[src/rtl/gpio_port_pkg.sv]
package gpio_port_pkg;
  typedef enum logic [1:0] {
    SEL_DATA = 2'd0,
    SEL_DIR  = 2'd1,
    SEL_PULL = 2'd2,
    SEL_NONE = 2'd3
  } reg_sel_e;
endpackage

[src/rtl/gpio_sync.sv]
module gpio_sync #(
  parameter int N      = 5,
  parameter int STAGES = 2
) (
  input  logic         clk,
  input  logic         rst,
  input  logic [N-1:0] d,
  output logic [N-1:0] q
);
  logic [N-1:0] stage_q [STAGES];

  generate
    for (genvar s = 0; s < STAGES; s++) begin : g_stage
      if (s == 0) begin : g_first
        always_ff @(posedge clk) begin
          if (rst) stage_q[s] <= '0;
          else     stage_q[s] <= d;
        end
      end else begin : g_next
        always_ff @(posedge clk) begin
          if (rst) stage_q[s] <= '0;
          else     stage_q[s] <= stage_q[s-1];
        end
      end
    end
  endgenerate

  assign q = stage_q[STAGES-1];
endmodule

[src/rtl/gpio_regs.sv]
module gpio_regs
  import gpio_port_pkg::*;
#(
  parameter int             N         = 5,
  parameter int             AW        = 8,
  parameter int             DW        = 8,
  parameter logic [AW-1:0]  DATA_ADDR = 8'h00,
  parameter logic [AW-1:0]  DIR_ADDR  = 8'h01,
  parameter logic [AW-1:0]  PULL_ADDR = 8'h02
) (
  input  logic          clk,
  input  logic          rst,
  input  logic          wr_en,
  input  logic [AW-1:0] addr,
  input  logic [DW-1:0] wdata,
  input  logic          deep_stop,
  input  logic          hold_stop,
  input  logic [N-1:0]  pad_sync,
  output logic [N-1:0]  data_q,
  output logic [N-1:0]  dir_q,
  output logic [N-1:0]  pull_q,
  output logic          live_q,
  output logic [DW-1:0] rdata
);
  localparam int PADW = DW - N;

  reg_sel_e     sel;
  logic         wr_ok;
  logic [N-1:0] rd_val;

  always_comb begin
    if (addr == DATA_ADDR)      sel = SEL_DATA;
    else if (addr == DIR_ADDR)  sel = SEL_DIR;
    else if (addr == PULL_ADDR) sel = SEL_PULL;
    else                        sel = SEL_NONE;
  end

  assign wr_ok = wr_en && !deep_stop && !hold_stop;

  always_ff @(posedge clk) begin
    if (rst || deep_stop) begin
      data_q <= '0;
      dir_q  <= '0;
      pull_q <= '0;
      live_q <= 1'b0;
    end else if (wr_ok) begin
      live_q <= 1'b1;
      case (sel)
        SEL_DATA: data_q <= wdata[N-1:0];
        SEL_DIR:  dir_q  <= wdata[N-1:0];
        SEL_PULL: pull_q <= wdata[N-1:0];
        default:  ;
      endcase
    end
  end

  always_comb begin
    case (sel)
      SEL_DATA: rd_val = (dir_q & data_q) | (~dir_q & pad_sync);
      SEL_DIR:  rd_val = dir_q;
      SEL_PULL: rd_val = pull_q;
      default:  rd_val = '0;
    endcase
  end

  assign rdata = {{PADW{1'b0}}, rd_val};

  AST_DEEP_CLEAR: assert property (@(posedge clk) disable iff (rst)
    deep_stop |=> (data_q == '0 && dir_q == '0 && pull_q == '0 && !live_q));

  AST_RETAIN_HOLD: assert property (@(posedge clk) disable iff (rst)
    hold_stop |=> ($stable(data_q) && $stable(dir_q) && $stable(pull_q) && $stable(live_q)));
endmodule

[src/rtl/gpio_pin_mux.sv]
module gpio_pin_mux #(
  parameter int N = 5
) (
  input  logic         clk,
  input  logic         rst,
  input  logic [N-1:0] data_q,
  input  logic [N-1:0] dir_q,
  input  logic [N-1:0] pull_q,
  input  logic         live_q,
  input  logic         deep_stop,
  input  logic [N-1:0] per_en,
  input  logic [N-1:0] per_oe,
  input  logic [N-1:0] per_out,
  input  logic [N-1:0] ana_en,
  output logic [N-1:0] pin_out,
  output logic [N-1:0] pin_oe,
  output logic [N-1:0] pin_ie,
  output logic [N-1:0] pin_pu
);
  generate
    for (genvar i = 0; i < N; i++) begin : g_pin
      logic dig_oe;
      logic dig_out;
      logic blocked;

      assign blocked = ana_en[i] || deep_stop;
      assign dig_oe  = per_en[i] ? per_oe[i]  : dir_q[i];
      assign dig_out = per_en[i] ? per_out[i] : data_q[i];

      assign pin_oe[i]  = !blocked && dig_oe;
      assign pin_out[i] = !blocked && dig_out;
      assign pin_ie[i]  = !blocked && live_q;
      assign pin_pu[i]  = !blocked && !dig_oe && pull_q[i];

      AST_PU_OFF_DRIVE: assert property (@(posedge clk) disable iff (rst)
        pin_oe[i] |-> !pin_pu[i]);

      AST_ANA_QUIET: assert property (@(posedge clk) disable iff (rst)
        ana_en[i] |-> !(pin_oe[i] || pin_out[i] || pin_ie[i] || pin_pu[i]));

      AST_PER_WINS: assert property (@(posedge clk) disable iff (rst)
        (per_en[i] && !ana_en[i] && !deep_stop) |-> (pin_oe[i] == per_oe[i] && pin_out[i] == per_out[i]));
    end
  endgenerate
endmodule

[src/rtl/gpio_port_ctrl.sv]
module gpio_port_ctrl #(
  parameter int             N         = 5,
  parameter int             AW        = 8,
  parameter int             DW        = 8,
  parameter int             SYNC_LEN  = 2,
  parameter logic [AW-1:0]  DATA_ADDR = 8'h00,
  parameter logic [AW-1:0]  DIR_ADDR  = 8'h01,
  parameter logic [AW-1:0]  PULL_ADDR = 8'h02
) (
  input  logic          clk,
  input  logic          rst,
  input  logic          wr_en,
  input  logic [AW-1:0] addr,
  input  logic [DW-1:0] wdata,
  output logic [DW-1:0] rdata,
  input  logic [N-1:0]  pad_in,
  input  logic [N-1:0]  per_en,
  input  logic [N-1:0]  per_oe,
  input  logic [N-1:0]  per_out,
  input  logic [N-1:0]  ana_en,
  input  logic          lp_req,
  input  logic          lp_mode,
  output logic [N-1:0]  pin_out,
  output logic [N-1:0]  pin_oe,
  output logic [N-1:0]  pin_ie,
  output logic [N-1:0]  pin_pu
);
  logic         deep_stop;
  logic         hold_stop;
  logic [N-1:0] pad_sync;
  logic [N-1:0] data_q;
  logic [N-1:0] dir_q;
  logic [N-1:0] pull_q;
  logic         live_q;

  assign deep_stop = lp_req && lp_mode;
  assign hold_stop = lp_req && !lp_mode;

  gpio_sync #(.N(N), .STAGES(SYNC_LEN)) u_sync (
    .clk(clk), .rst(rst), .d(pad_in), .q(pad_sync)
  );

  gpio_regs #(
    .N(N), .AW(AW), .DW(DW),
    .DATA_ADDR(DATA_ADDR), .DIR_ADDR(DIR_ADDR), .PULL_ADDR(PULL_ADDR)
  ) u_regs (
    .clk(clk), .rst(rst), .wr_en(wr_en), .addr(addr), .wdata(wdata),
    .deep_stop(deep_stop), .hold_stop(hold_stop), .pad_sync(pad_sync),
    .data_q(data_q), .dir_q(dir_q), .pull_q(pull_q), .live_q(live_q),
    .rdata(rdata)
  );

  gpio_pin_mux #(.N(N)) u_mux (
    .clk(clk), .rst(rst),
    .data_q(data_q), .dir_q(dir_q), .pull_q(pull_q), .live_q(live_q),
    .deep_stop(deep_stop),
    .per_en(per_en), .per_oe(per_oe), .per_out(per_out), .ana_en(ana_en),
    .pin_out(pin_out), .pin_oe(pin_oe), .pin_ie(pin_ie), .pin_pu(pin_pu)
  );

  AST_DEEP_PINS: assert property (@(posedge clk) disable iff (rst)
    deep_stop |-> (pin_out == '0 && pin_oe == '0 && pin_ie == '0 && pin_pu == '0));

  AST_RSVD_ZERO: assert property (@(posedge clk) disable iff (rst)
    rdata[DW-1:N] == '0);
endmodule

[config.mk]
export PLATFORM = sky130hd
export DESIGN_NAME = gpio_port_ctrl
export DESIGN_NICKNAME = d
export VERILOG_FILES = /design/src/rtl/gpio_port_pkg.sv /design/src/rtl/gpio_sync.sv /design/src/rtl/gpio_regs.sv /design/src/rtl/gpio_pin_mux.sv /design/src/rtl/gpio_port_ctrl.sv
export SDC_FILE = /design/constraint.sdc
export NUM_CORES = 1
export LEC_CHECK = 0
export BUFFER_PORTS_ARGS = -buffer_cell sky130_fd_sc_hd__buf_4
export CORE_MARGIN = 2
export CORE_UTILIZATION = 41
export CTS_BUF_LIST = sky130_fd_sc_hd__clkbuf_8
export DETAILED_ROUTE_END_ITERATION = 8
export GPL_TIMING_DRIVEN = 0
export PLACE_DENSITY = 0.85
export SETUP_SLACK_MARGIN = 0.5
export SLEW_MARGIN = 20
export SYNTH_ARGS = -nofsm -noshare
export SYNTH_HDL_FRONTEND = slang
export SYNTH_SLANG_ARGS = --single-unit
export TNS_END_PERCENT = 100
[constraint.sdc]
create_clock -name clk -period 1.3 [get_ports clk]
set_input_delay 0.13 -clock clk [delete_from_list [all_inputs] [get_ports clk]]
set_output_delay 0.13 -clock clk [all_outputs]
set_load 0.01 [all_outputs]
---- Yosys cells after proc, flatten, opt, wreduce, memory -nomap -nowiden ----
Memory sizes are Yosys's and may differ from the RTL's.
Index checks and enable logic that the tools add are counted.
word-level totals
  register bits after elaboration ......... 16
  memories ................................ 1
  bits in writable memories ............... 10
  bits of input ports ..................... 46
memories
  memory          depth  width  rd ports  clocked after memory_dff  wr ports  RTL line         RTL
  u_sync.stage_q  2      5      2         0                         2         gpio_sync.sv:10  logic [N-1:0] stage_q [STAGES];
operators by class
  bitwise operators ....................... 6
  multiplexer cells ....................... 19
  reductions and logical operators ........ 53
  eq/ne operators ......................... 4
operator list
  operator                                                         count
  1-bit logical AND                                                29
  5-bit case mux with 3 select lines                               1
  1-bit two-way mux                                                14
  1-bit zero test                                                  13
  5-bit AND                                                        2
  5-bit two-way mux                                                2
  8-bit by 1-bit == test with 1-bit output, second input constant  1
  8-bit by 2-bit == test with 1-bit output, second input constant  1
  8-bit zero test                                                  1
  1-bit logical OR                                                 6
  2-bit AND reduction                                              3
  5-bit NOT                                                        1
  5-bit bitwise OR                                                 1
  2-bit two-way mux                                                2
  2-bit by 1-bit == test with 1-bit output, second input constant  1
  2-bit == test, second input constant                             1
  2-bit zero test                                                  1
  1-bit bitwise OR                                                 2

---- Logic depth before layout (Yosys ltp) ----
Gate-level depths: netlist of run 1.
  word-level depth ........................ 6
  depth in mapped cells ................... 4
  depth with buffers taken out ............ 3

---- Cells and area by module ----
Synthesis of run 1 repeated with hierarchy kept, for this count alone.
unflattened totals
  cells, all modules ...................... 158
  area total of the unflattened synthesis .. 1,402.6 sq um
by module, submodules not included
  module          seq. area each (sq um)  cells an instance  instances  area each (sq um)
  gpio_regs       320.3                   99                 1          882.1
  gpio_sync       200.2                   20                 1          262.8
  gpio_pin_mux    0.0                     37                 1          241.5
  gpio_port_ctrl  0.0                     2                  1          16.3

---- Worst setup path before layout of run 1 ----
No wires, ideal clock.
  kind .................................... input-to-output
  start point ............................. in addr[5]
  end point ............................... out rdata[0]
  cell stages on the path ................. 3
  data required time ...................... 1,170 ps
  arrival ................................. 1,232 ps
  setup slack ............................. -62 ps
  path buffers ............................ 0
  path through ............................ or4_4 or3_4 a21oi_1
between the ends
  cells in the longest elaborated chain, start to end .. 6
RTL lines
  what                                         RTL line              RTL
  start, declared                              gpio_port_ctrl.sv:13  input logic [AW-1:0] addr,
  8-bit by 2-bit == test with 1-bit output     gpio_regs.sv:34       else if (addr == PULL_ADDR) sel = SEL_PULL;
  1-bit two-way mux                            gpio_regs.sv:34
  2-bit two-way mux                            gpio_regs.sv:33       else if (addr == DIR_ADDR) sel = SEL_DIR;
  2-bit two-way mux (*)                        gpio_regs.sv:32       if (addr == DATA_ADDR) sel = SEL_DATA;
  2-bit == test, or another cell as far along  gpio_regs.sv:58       case (sel)
  5-bit case mux with 3 select lines (*)       gpio_regs.sv:58
  end, declared                                gpio_port_ctrl.sv:15  output logic [DW-1:0] rdata,
Every way passes the cells marked *; elsewhere a longest branch is shown, timed or not.

---- Final worst setup path of run 1 ----
Same ends and word-level chain as after synthesis.

==> results.sh, run 1 <==
export IMPL_status="finished, violations left"
export IMPL_violations="negative setup slack"
export IMPL_grt_max_degree=16
export IMPL_fin_nets=287
export IMPL_synth_edf_count=0
export IMPL_syn_area_sq_um=1380
export IMPL_ctsHoldBuffers=0
export IMPL_finalHoldViolations=0
export IMPL_ir_drop_mv=0.647
export IMPL_p_per_area_nw_per_um2=735
export IMPL_grt_usage=0.231
export IMPL_fp_coreArea_sq_um=3280
export IMPL_die_w_um=62.0
export IMPL_power_frac_seq=0.429
export IMPL_fin_cells=286
export IMPL_slowest_delay_ns=0.53
export IMPL_drcViolationCount=0
export IMPL_setup_slack_ns=-0.265
export IMPL_report_final_setup_viol=22
export IMPL_area_delta_synth_final_pct=86.4
export IMPL_worstHoldStart="rst"
export IMPL_cp_slowest_cell="or4_4"
export IMPL_postSynthAreaPerCell_sq_um=9.00
export IMPL_tritoncts="done"
export IMPL_pre_cts_slack_ns=-0.291
export IMPL_reg2reg_to="u_regs.dir_q[0]$_SDFFE_PP0P_"
export IMPL_cts_buffer_depth=2
export IMPL_leakagePower_uw=0.00108
export IMPL_synthCells=153
export IMPL_worstSetupPathType="in -> out"
export IMPL_cp_data_required_time_ns=1.17
export IMPL_rr_worst_depth=4
export IMPL_cts_root_buf="clkbuf_8"
export IMPL_clk_latency_ns=0.27
export IMPL_finalMaxSlewViolations=0
export IMPL_seq_area_frac_synth=0.378
export IMPL_max_freq_mhz=639
export IMPL_hold_class="in -> reg"
export IMPL_num_rows=21
export IMPL_cp_top_family="simple AND/OR/NAND/NOR gates"
export IMPL_end_kind="primary output"
export IMPL_tightest_slew_ns=0.513
export IMPL_crit_chain="buf_6 > or4_4 > or3_4 > a21oi_2 > buf_4"
export IMPL_fin_crit_sh=1.20
export IMPL_cts_sinks=26
export IMPL_cts_buffers=3
export IMPL_timing_rr_start="u_regs.dir_q[0]$_SDFFE_PP0P_"
export IMPL_hold_depth=2
export IMPL_crit_path_start_kind="primary input"
export IMPL_wl_per_cell_um=15.6
export IMPL_via_per_inst=5.10
export IMPL_crit_fanout=5
export IMPL_antenna_found_initial=0
export IMPL_dp_cells=268
export IMPL_yosys_cell_count_top_type="nand2_1"
export IMPL_ys_warn_count=0
export IMPL_yosys_top_cells_count="27 x nand2_1, 26 x dfxtp_1, 25 x mux2i_1"
export IMPL_fin_skew_ns=0.00155
export IMPL_intPower_uw=1440
export IMPL_gp_routability_congestion=0.794
export IMPL_cts_max_level=1
export IMPL_start_util=0.419
export IMPL_drive_gt1_frac=0.600
export IMPL_wl_mm=4.45
export IMPL_yosys_most_used_dff="dfxtp_1"
export IMPL_critPathArrivalTime_ns=1.44
export IMPL_critPathBufInv=2
export IMPL_synthTopCellsByArea="dfxtp_1 38%, mux2i_1 18%, nand2_1 7.4%"
export IMPL_cap_violations=0
export IMPL_num_vias=1459
export IMPL_grt_pass1_vias=1426
export IMPL_r2r_slack_ns=0.48
export IMPL_hold_path_endpoint="u_sync.stage_q[1][4]$_SDFF_PP0_"
export IMPL_p_clk_frac=0.354
export IMPL_power_frac_comb=0.217
export IMPL_ios=74
export IMPL_slew_headroom=0.658
export IMPL_firstDrtPassIters=4
export IMPL_ant_nets=0
export IMPL_post_dp_hpwl_mm=2.90
export IMPL_min_period_ns=1.57
export IMPL_p_sw_uw=447
export IMPL_synth_seq_cells=26
export IMPL_synth_top_cell_area_share=0.378
export IMPL_synth_area_leader_cell="dfxtp_1"
export IMPL_port_buffers=67
export IMPL_overflow=0
export IMPL_drtIter0Drc=47
export IMPL_clkSlewWorstSetupHoldPaths_ns=0.09
export IMPL_grt_first_pass_wirelength_mm=6.54
export IMPL_swShare=0.237
export IMPL_antenna_cells=0
export IMPL_grt_setup_unrepaired="true"
export IMPL_die_area_sq_um=3840
export IMPL_die_h_um=62.0
export IMPL_async_flop_share=0
export IMPL_ys_types=23
## area by class of cell
cell class / instances / area [sq um]
buffer: 10 / 85.1
clock buffer: 3 / 41.3
clock inverter: 1 / 30.0
fill: 195 / 717
inverter: 1 / 3.75
multi-input combinational: 118 / 1100
sequential: 26 / 546
tap: 46 / 57.6
timing repair buffer: 81 / 706
## power by group through the flow
stage / Combinational (uW) / Clock [uW] / Sequential, uW
final: 409 / 669 / 809
after global placement: 316 / 0 / 834
after global routing: 436 / 713 / 811
after detailed placement: 321 / 0 / 835
after CTS: 375 / 674 / 817
after floorplan: 145 / 0 / 833
## through the flow
step / area (sq um) / power (uW) / setup TNS (ns) / hold slack (ns) / util
4_1_cts: 2450 / 1870 / -1.50 / 0.0211 / 0.747
2_1_floorplan: 1550 / 978 / -0.148 / 0.202 / -
3_3_place_gp: 2110 / 1150 / -3.76 / 0.313 / 0.644
6_report: 2570 / 1890 / -2.33 / 0.0200 / 0.782
5_1_grt: 2570 / 1960 / -3.09 / 0.0177 / 0.782
3_5_place_dp: 2110 / 1160 / -3.93 / 0.312 / 0.644
## timing repair
action                                  in CTS  in global routing
gates resized for setup                     49                 20
buffers inserted                            12                  2
pin swaps                                   18                 17
endpoints found under the setup margin      40                 40
## layout by cell type, fill, tap and decap left out, types with 2 or more instances in the layout
cell / count
and4b_1: 5
dfxtp_1: 14
clkbuf_8: 3
and4bb_1: 2
a21oi_1: 2
nor2b_1: 10
mux2i_4: 10
mux2i_1: 15
conb_1: 3
or3b_4: 5
dfxtp_2: 8
buf_4: 58
nor2_2: 2
a21o_1: 5
nor3_4: 10
nor2_4: 2
o21ai_0: 5
a21oi_2: 5
clkbuf_1: 4
dfxtp_4: 4
nor2_1: 2
buf_6: 28
nand2_1: 26
## cells by family after synthesis
family / share of synthesized area
other: 0.00272
AND/OR/NAND/NOR: 0.318
multiplexers: 0.182
flip-flops: 0.378
buffers and inverters: 0.0490
AO/OA/AOI/OAI: 0.0708
## worst max path at each step
stage	startpoint	to	slack, ns	cells past startpoint
floorplan	addr[5]	rdata[0]	-0.03	3
global placement	addr[5]	rdata[0]	-0.29	5
detailed placement	addr[5]	rdata[0]	-0.29	5
CTS	u_regs.dir_q[3]$_SDFFE_PP0P_	rdata[3]	-0.26	4
global route	addr[5]	rdata[4]	-0.28	5
finish	addr[5]	rdata[0]	-0.27	5
## state kept, by name (all words and copies together), names as in the netlist
signal	flops
u_sync.stage_q	10
u_regs.data_q	5
u_regs.dir_q	5
u_regs.pull_q	5
u_regs.live_q	1
## per-layer routing
layer  up-vias  GRT usage  wire (um)
li1        707          -          -
met1       692      0.286       1800
met2        56      0.435       2380
met3         4     0.0311        233
met4         0     0.0274         36
met5         -          0          0
## worst register-to-register path: stages, from the launching register on
cell     delay (ns)
dfxtp_2        0.33
buf_6          0.12
buf_4          0.13
nand2_1        0.06
mux2i_1        0.07
No activity file was read; power rests on OpenSTA's default activity.
==> inputs of run 2 (changes only) <==
HOLD_SLACK_MARGIN = 0.05   (was default)
==> run 2 against run 1 <==
The run still ends with negative setup slack left; flip-flop and latch count is the same; hold slack gained 0.043 ns; routed wire length grew 0.56%; combinational power barely moved; via count grew 0.41%; clock power barely moved; first-iteration DRC count fell by 15%; non-clock buffer count up 1; utilization rose by 0.30 points; critical path depth stayed put; register-to-register slack is essentially flat; global-route usage rose by 0.21 points.
==> results.sh, run 2 (synthesized netlist as in run 1, its figures left out) <==
export IMPL_wl_per_cell_um=15.6
export IMPL_fin_nets=288
export IMPL_firstDrtPassIters=4
export IMPL_r2r_slack_ns=0.48
export IMPL_grt_pass1_vias=1433
export IMPL_drcViolationCount=0
export IMPL_ir_drop_mv=0.647
export IMPL_hold_path_endpoint="u_sync.stage_q[0][1]$_SDFF_PP0_"
export IMPL_fin_skew_ns=0.00140
export IMPL_dpl_instance_area_sq_um=2110
export IMPL_port_buffers=67
export IMPL_crit_chain="buf_6 > or4_4 > or3_4 > a21oi_2 > buf_4"
export IMPL_ant_nets=0
export IMPL_slew_headroom=0.658
export IMPL_antenna_found_initial=0
export IMPL_largest_reg_flops=10
export IMPL_swShare=0.237
export IMPL_p_clk_frac=0.354
export IMPL_grt_max_degree=16
export IMPL_cp_slowest_cell="or4_4"
export IMPL_cap_violations=0
export IMPL_max_freq_mhz=639
export IMPL_cts_buffer_depth=2
export IMPL_end_kind="primary output"
export IMPL_fin_crit_sh=1.20
export IMPL_tritoncts="done"
export IMPL_p_sw_uw=448
export IMPL_start_util=0.419
export IMPL_grt_first_pass_wirelength_mm=6.59
export IMPL_fill_cells=196
export IMPL_timing_rr_start="u_regs.dir_q[0]$_SDFFE_PP0P_"
export IMPL_final_core_util=0.785
export IMPL_overflow=0
export IMPL_dp_cells=268
export IMPL_area_delta_synth_final_pct=87.1
export IMPL_cts_buffers=3
export IMPL_grt_usage=0.233
export IMPL_fp_coreArea_sq_um=3280
export IMPL_setup_slack_ns=-0.265
export IMPL_worstHoldStart="pad_in[1]"
export IMPL_rr_worst_depth=4
export IMPL_wl_mm=4.48
export IMPL_status="finished, violations left"
export IMPL_cp_data_required_time_ns=1.17
export IMPL_power_frac_comb=0.218
export IMPL_reg2reg_to="u_regs.dir_q[0]$_SDFFE_PP0P_"
export IMPL_hold_depth=2
export IMPL_die_w_um=62.0
export IMPL_cts_root_buf="clkbuf_8"
export IMPL_die_area_sq_um=3840
export IMPL_worstSetupPathType="in -> out"
export IMPL_crit_fanout=5
export IMPL_fin_cells=287
export IMPL_die_h_um=62.0
export IMPL_num_rows=21
export IMPL_report_final_setup_viol=22
export IMPL_crit_path_start_kind="primary input"
export IMPL_p_per_area_nw_per_um2=733
export IMPL_min_period_ns=1.57
export IMPL_cts_max_level=1
export IMPL_ios=74
export IMPL_cts_sinks=26
export IMPL_leakagePower_uw=0.00108
export IMPL_layout_commonest_cell="buf_4"
export IMPL_clkSlewWorstSetupHoldPaths_ns=0.09
export IMPL_hold_class="in -> reg"
export IMPL_critPathArrivalTime_ns=1.44
export IMPL_final_area_sq_um=2580
export IMPL_antenna_cells=0
export IMPL_tightest_slew_ns=0.513
export IMPL_finalHoldViolations=0
export IMPL_drtIter0Drc=40
export IMPL_power_frac_seq=0.428
export IMPL_gp_routability_congestion=0.794
export IMPL_drive_gt1_frac=0.598
export IMPL_intPower_uw=1440
export IMPL_slowest_delay_ns=0.53
export IMPL_largest_register="u_sync.stage_q"
export IMPL_pre_cts_slack_ns=-0.291
export IMPL_finalMaxSlewViolations=0
export IMPL_post_dp_hpwl_mm=2.90
export IMPL_layout_common_cells="58 x buf_4, 28 x buf_6, 26 x nand2_1"
export IMPL_num_vias=1465
export IMPL_via_per_inst=5.10
export IMPL_violations="negative setup slack"
export IMPL_grt_setup_unrepaired="true"
export IMPL_hold_worst_slack_ns=0.0631
export IMPL_clk_latency_ns=0.27
run 2: cell count changes in the layout (fill, tap and decap cells not counted):
cell           delta
dlygate4sd3_1     +1
run 2: layer usage:
layer	track usage	wire [um]
met1	0.286	1800
met5	0	0
met2	0.442	2400
met3	0.0311	233
met4	0.0274	36
run 2: worst max path at each step:
stage | start | to | cells after the start
after floorplan | addr[5] | rdata[0] | 3
after global placement | addr[5] | rdata[0] | 5
after detailed placement | addr[5] | rdata[0] | 5
after CTS | u_regs.dir_q[3]$_SDFFE_PP0P_ | rdata[3] | 4
after global routing | addr[5] | rdata[4] | 5
final | addr[5] | rdata[0] | 5
run 2: power by group through the flow:
| stage | Clock (uW) | Combinational [uW] | Sequential (uW) |
|---|---|---|---|
| after floorplan | 0 | 145 | 833 |
| after global placement | 0 | 316 | 834 |
| after detailed placement | 0 | 321 | 835 |
| after CTS | 674 | 378 | 817 |
| after global routing | 713 | 439 | 811 |
| final | 669 | 412 | 809 |
run 2: final cells by class:
class                      instances  area [sq um]  area share
buffer                            10          85.1      0.0330
clock buffer                       3          41.3      0.0160
clock inverter                     1          30.0      0.0117
inverter                           1          3.75     0.00146
multi-input combinational        118          1100       0.426
sequential                        26           546       0.212
tap                               46          57.6      0.0223
timing repair buffer              82           716       0.278
run 2: critical path, delay by kind of cell:
kind | cells | cell delay, ns
compound gates | 1 | 0.14
simple gates | 2 | 0.94
buf+inv | 2 | 0.23
run 2: what timing repair did:
item | 4_1_cts | 5_1_grt
setup buffers | 12 | 2
pin swaps | 18 | 17
resized for setup | 49 | 20
hold buffers | 1 | 0
setup endpoints to repair | 40 | 40
hold endpoints to repair | 1 | 0
run 2: metrics by stage:
stage	total power, uW	setup TNS, ns
2_1_floorplan	978	-0.148
3_3_place_gp	1150	-3.76
3_5_place_dp	1160	-3.93
4_1_cts	1870	-1.50
5_1_grt	1960	-3.09
6_report	1890	-2.33
==> inputs of run 3 (changes only) <==
PLACE_DENSITY = default   (was 0.85)
PLACE_DENSITY_LB_ADDON = 0.1   (was default)
SETUP_SLACK_MARGIN = default   (was 0.5)
==> run 3 against run 2 <==
Clock skew is 0.0055 ns higher; highest routed layer unchanged; register-to-register slack better by 0.02 ns; total power is 4.8% lower; the flow still finishes with violations (negative setup slack).
==> results.sh, run 3 (synthesized netlist as in run 1, its figures left out) <==
export IMPL_status="finished, violations left"
export IMPL_violations="negative setup slack"
export IMPL_slowest_delay_ns=0.52
export IMPL_critPathBufInv=2
export IMPL_drive_gt1_frac=0.475
export IMPL_firstDrtPassIters=4
export IMPL_layout_commonest_cell="buf_4"
export IMPL_fill_cells=272
export IMPL_grt_usage=0.199
export IMPL_die_area_sq_um=3840
export IMPL_timing_rr_start="u_regs.dir_q[1]$_SDFFE_PP0P_"
export IMPL_total_power_uw=1800
export IMPL_hold_path_endpoint="u_sync.stage_q[0][3]$_SDFF_PP0_"
export IMPL_antenna_cells=0
export IMPL_p_clk_frac=0.380
export IMPL_cp_data_required_time_ns=1.17
export IMPL_report_final_setup_viol=10
export IMPL_max_freq_mhz=644
export IMPL_port_buffers=67
export IMPL_layout_common_cells="71 x buf_4, 27 x nand2_1, 22 x mux2i_1"
export IMPL_tritoncts="done"
export IMPL_wl_mm=4.00
export IMPL_end_kind="primary output"
export IMPL_wl_per_cell_um=14.2
export IMPL_p_sw_uw=407
export IMPL_final_area_sq_um=2210
export IMPL_rr_worst_depth=4
export IMPL_die_w_um=62.0
export IMPL_num_rows=21
export IMPL_ir_drop_mv=0.700
export IMPL_cp_top_family="simple AND/OR/NAND/NOR gates"
export IMPL_path_depth=5
export IMPL_p_per_area_nw_per_um2=814
export IMPL_via_per_inst=4.93
export IMPL_ant_nets=0
export IMPL_largest_reg_flops=10
export IMPL_r2r_slack_ns=0.50
export IMPL_worstHoldStart="pad_in[3]"
export IMPL_clk_latency_ns=0.28
export IMPL_hold_depth=2
export IMPL_cts_root_buf="clkbuf_8"
export IMPL_intPower_uw=1390
export IMPL_reg2reg_to="u_regs.dir_q[1]$_SDFFE_PP0P_"
export IMPL_area_delta_synth_final_pct=60.4
export IMPL_cp_slowest_cell="or4_4"
export IMPL_leakagePower_uw=0.00101
export IMPL_die_h_um=62.0
export IMPL_cts_buffers=3
export IMPL_finalHoldViolations=0
export IMPL_tightest_slew_ns=0.579
export IMPL_grt_max_degree=16
export IMPL_fin_setup_tns_ns=-1.42
export IMPL_start_util=0.419
export IMPL_fin_nets=283
export IMPL_cts_sinks=26
export IMPL_crit_chain="buf_6 > or4_4 > or3_4 > a21oi_2 > buf_4"
export IMPL_cap_violations=0
export IMPL_largest_register="u_sync.stage_q"
export IMPL_fin_crit_sh=1.19
export IMPL_cts_max_level=1
export IMPL_power_frac_comb=0.166
export IMPL_gp_routability_congestion=0.726
export IMPL_pre_cts_slack_ns=-0.292
export IMPL_worstSetupPathType="in -> out"
export IMPL_multiInputGateArea_sq_um=867
export IMPL_critPathArrivalTime_ns=1.42
export IMPL_swShare=0.226
export IMPL_grt_setup_unrepaired="true"
export IMPL_overflow=0
export IMPL_regArea_sq_um=528
export IMPL_ios=74
export IMPL_crit_path_start_kind="primary input"
export IMPL_setup_slack_ns=-0.252
export IMPL_grt_first_pass_wirelength_mm=5.41
export IMPL_drcViolationCount=0
export IMPL_dpl_instance_area_sq_um=1960
export IMPL_fin_skew_ns=0.00686
export IMPL_slew_headroom=0.614
export IMPL_clkSlewWorstSetupHoldPaths_ns=0.10
export IMPL_drtIter0Drc=24
export IMPL_post_dp_hpwl_mm=2.94
export IMPL_cts_buffer_depth=2
export IMPL_finalMaxSlewViolations=0
export IMPL_grt_pass1_vias=1234
export IMPL_crit_fanout=5
export IMPL_fp_coreArea_sq_um=3280
export IMPL_min_period_ns=1.55
export IMPL_power_frac_seq=0.454
export IMPL_num_vias=1391
export IMPL_antenna_found_initial=0
export IMPL_hold_class="in -> reg"
run 3: changes by cell type in the layout (fill, tap and decap cells not counted), moves of 4 or more:
cell / before / now
buf_4: 58 / 71
buf_6: 28 / 11
dfxtp_1: 14 / 20
dfxtp_4: 4 / 0
mux2i_1: 15 / 22
mux2i_4: 10 / 1
nor2_1: 2 / 6
nor3_1: 1 / 9
nor3_4: 10 / 1
run 3: timing repair:
action                                  in CTS  in global routing
hold buffers                                 1                  0
buffers inserted                             5                  5
endpoints found under the setup margin       5                 19
gates resized for setup                     12                 16
endpoints found under the hold margin        1                  0
pin swaps                                   14                 17
run 3: metal layers:
layer | track usage | routed length, um | vias to the layer above
li1 | - | - | 692
met1 | 0.229 | 1710 | 640
met2 | 0.376 | 2010 | 54
met3 | 0.0311 | 240 | 5
met4 | 0.0547 | 37 | 0
met5 | 0 | 0 | -
run 3: cell type report:
type                    instances  share of cell area
multi-input cells             118               0.392
repair buffers                 78               0.281
flip-flops and latches         26               0.239
plain buffers                   9              0.0272
well taps                      46              0.0260
clock buffers                   3              0.0187
clock inverters                 1              0.0136
inverters                       1             0.00170
run 3: worst max-delay path by stage:
stage          slack [ns]       end                          from
4_1_cts             -0.29  rdata[3]                       addr[6]
5_1_grt             -0.28  rdata[1]  u_regs.dir_q[1]$_SDFFE_PP0P_
3_3_place_gp        -0.28  rdata[3]                       addr[5]
2_1_floorplan       -0.03  rdata[0]                       addr[5]
6_report            -0.25  rdata[3]                       addr[6]
3_5_place_dp        -0.29  rdata[3]                       addr[5]
run 3: power by group through the flow:
stage / Combinational (uW) / Sequential, uW / Clock [uW]
finish: 299 / 816 / 684
global route: 323 / 818 / 726
CTS: 286 / 816 / 691
detailed placement: 276 / 834 / 0
global placement: 268 / 834 / 0
floorplan: 109 / 833 / 0
run 3: through the flow:
step	util	std cells	hold slack, ns
finish	0.673	282	0.0534
global route	0.673	282	0.0509
CTS	0.642	278	0.0550
detailed placement	0.598	268	0.331
global placement	0.598	268	0.325
floorplan	-	155	0.202
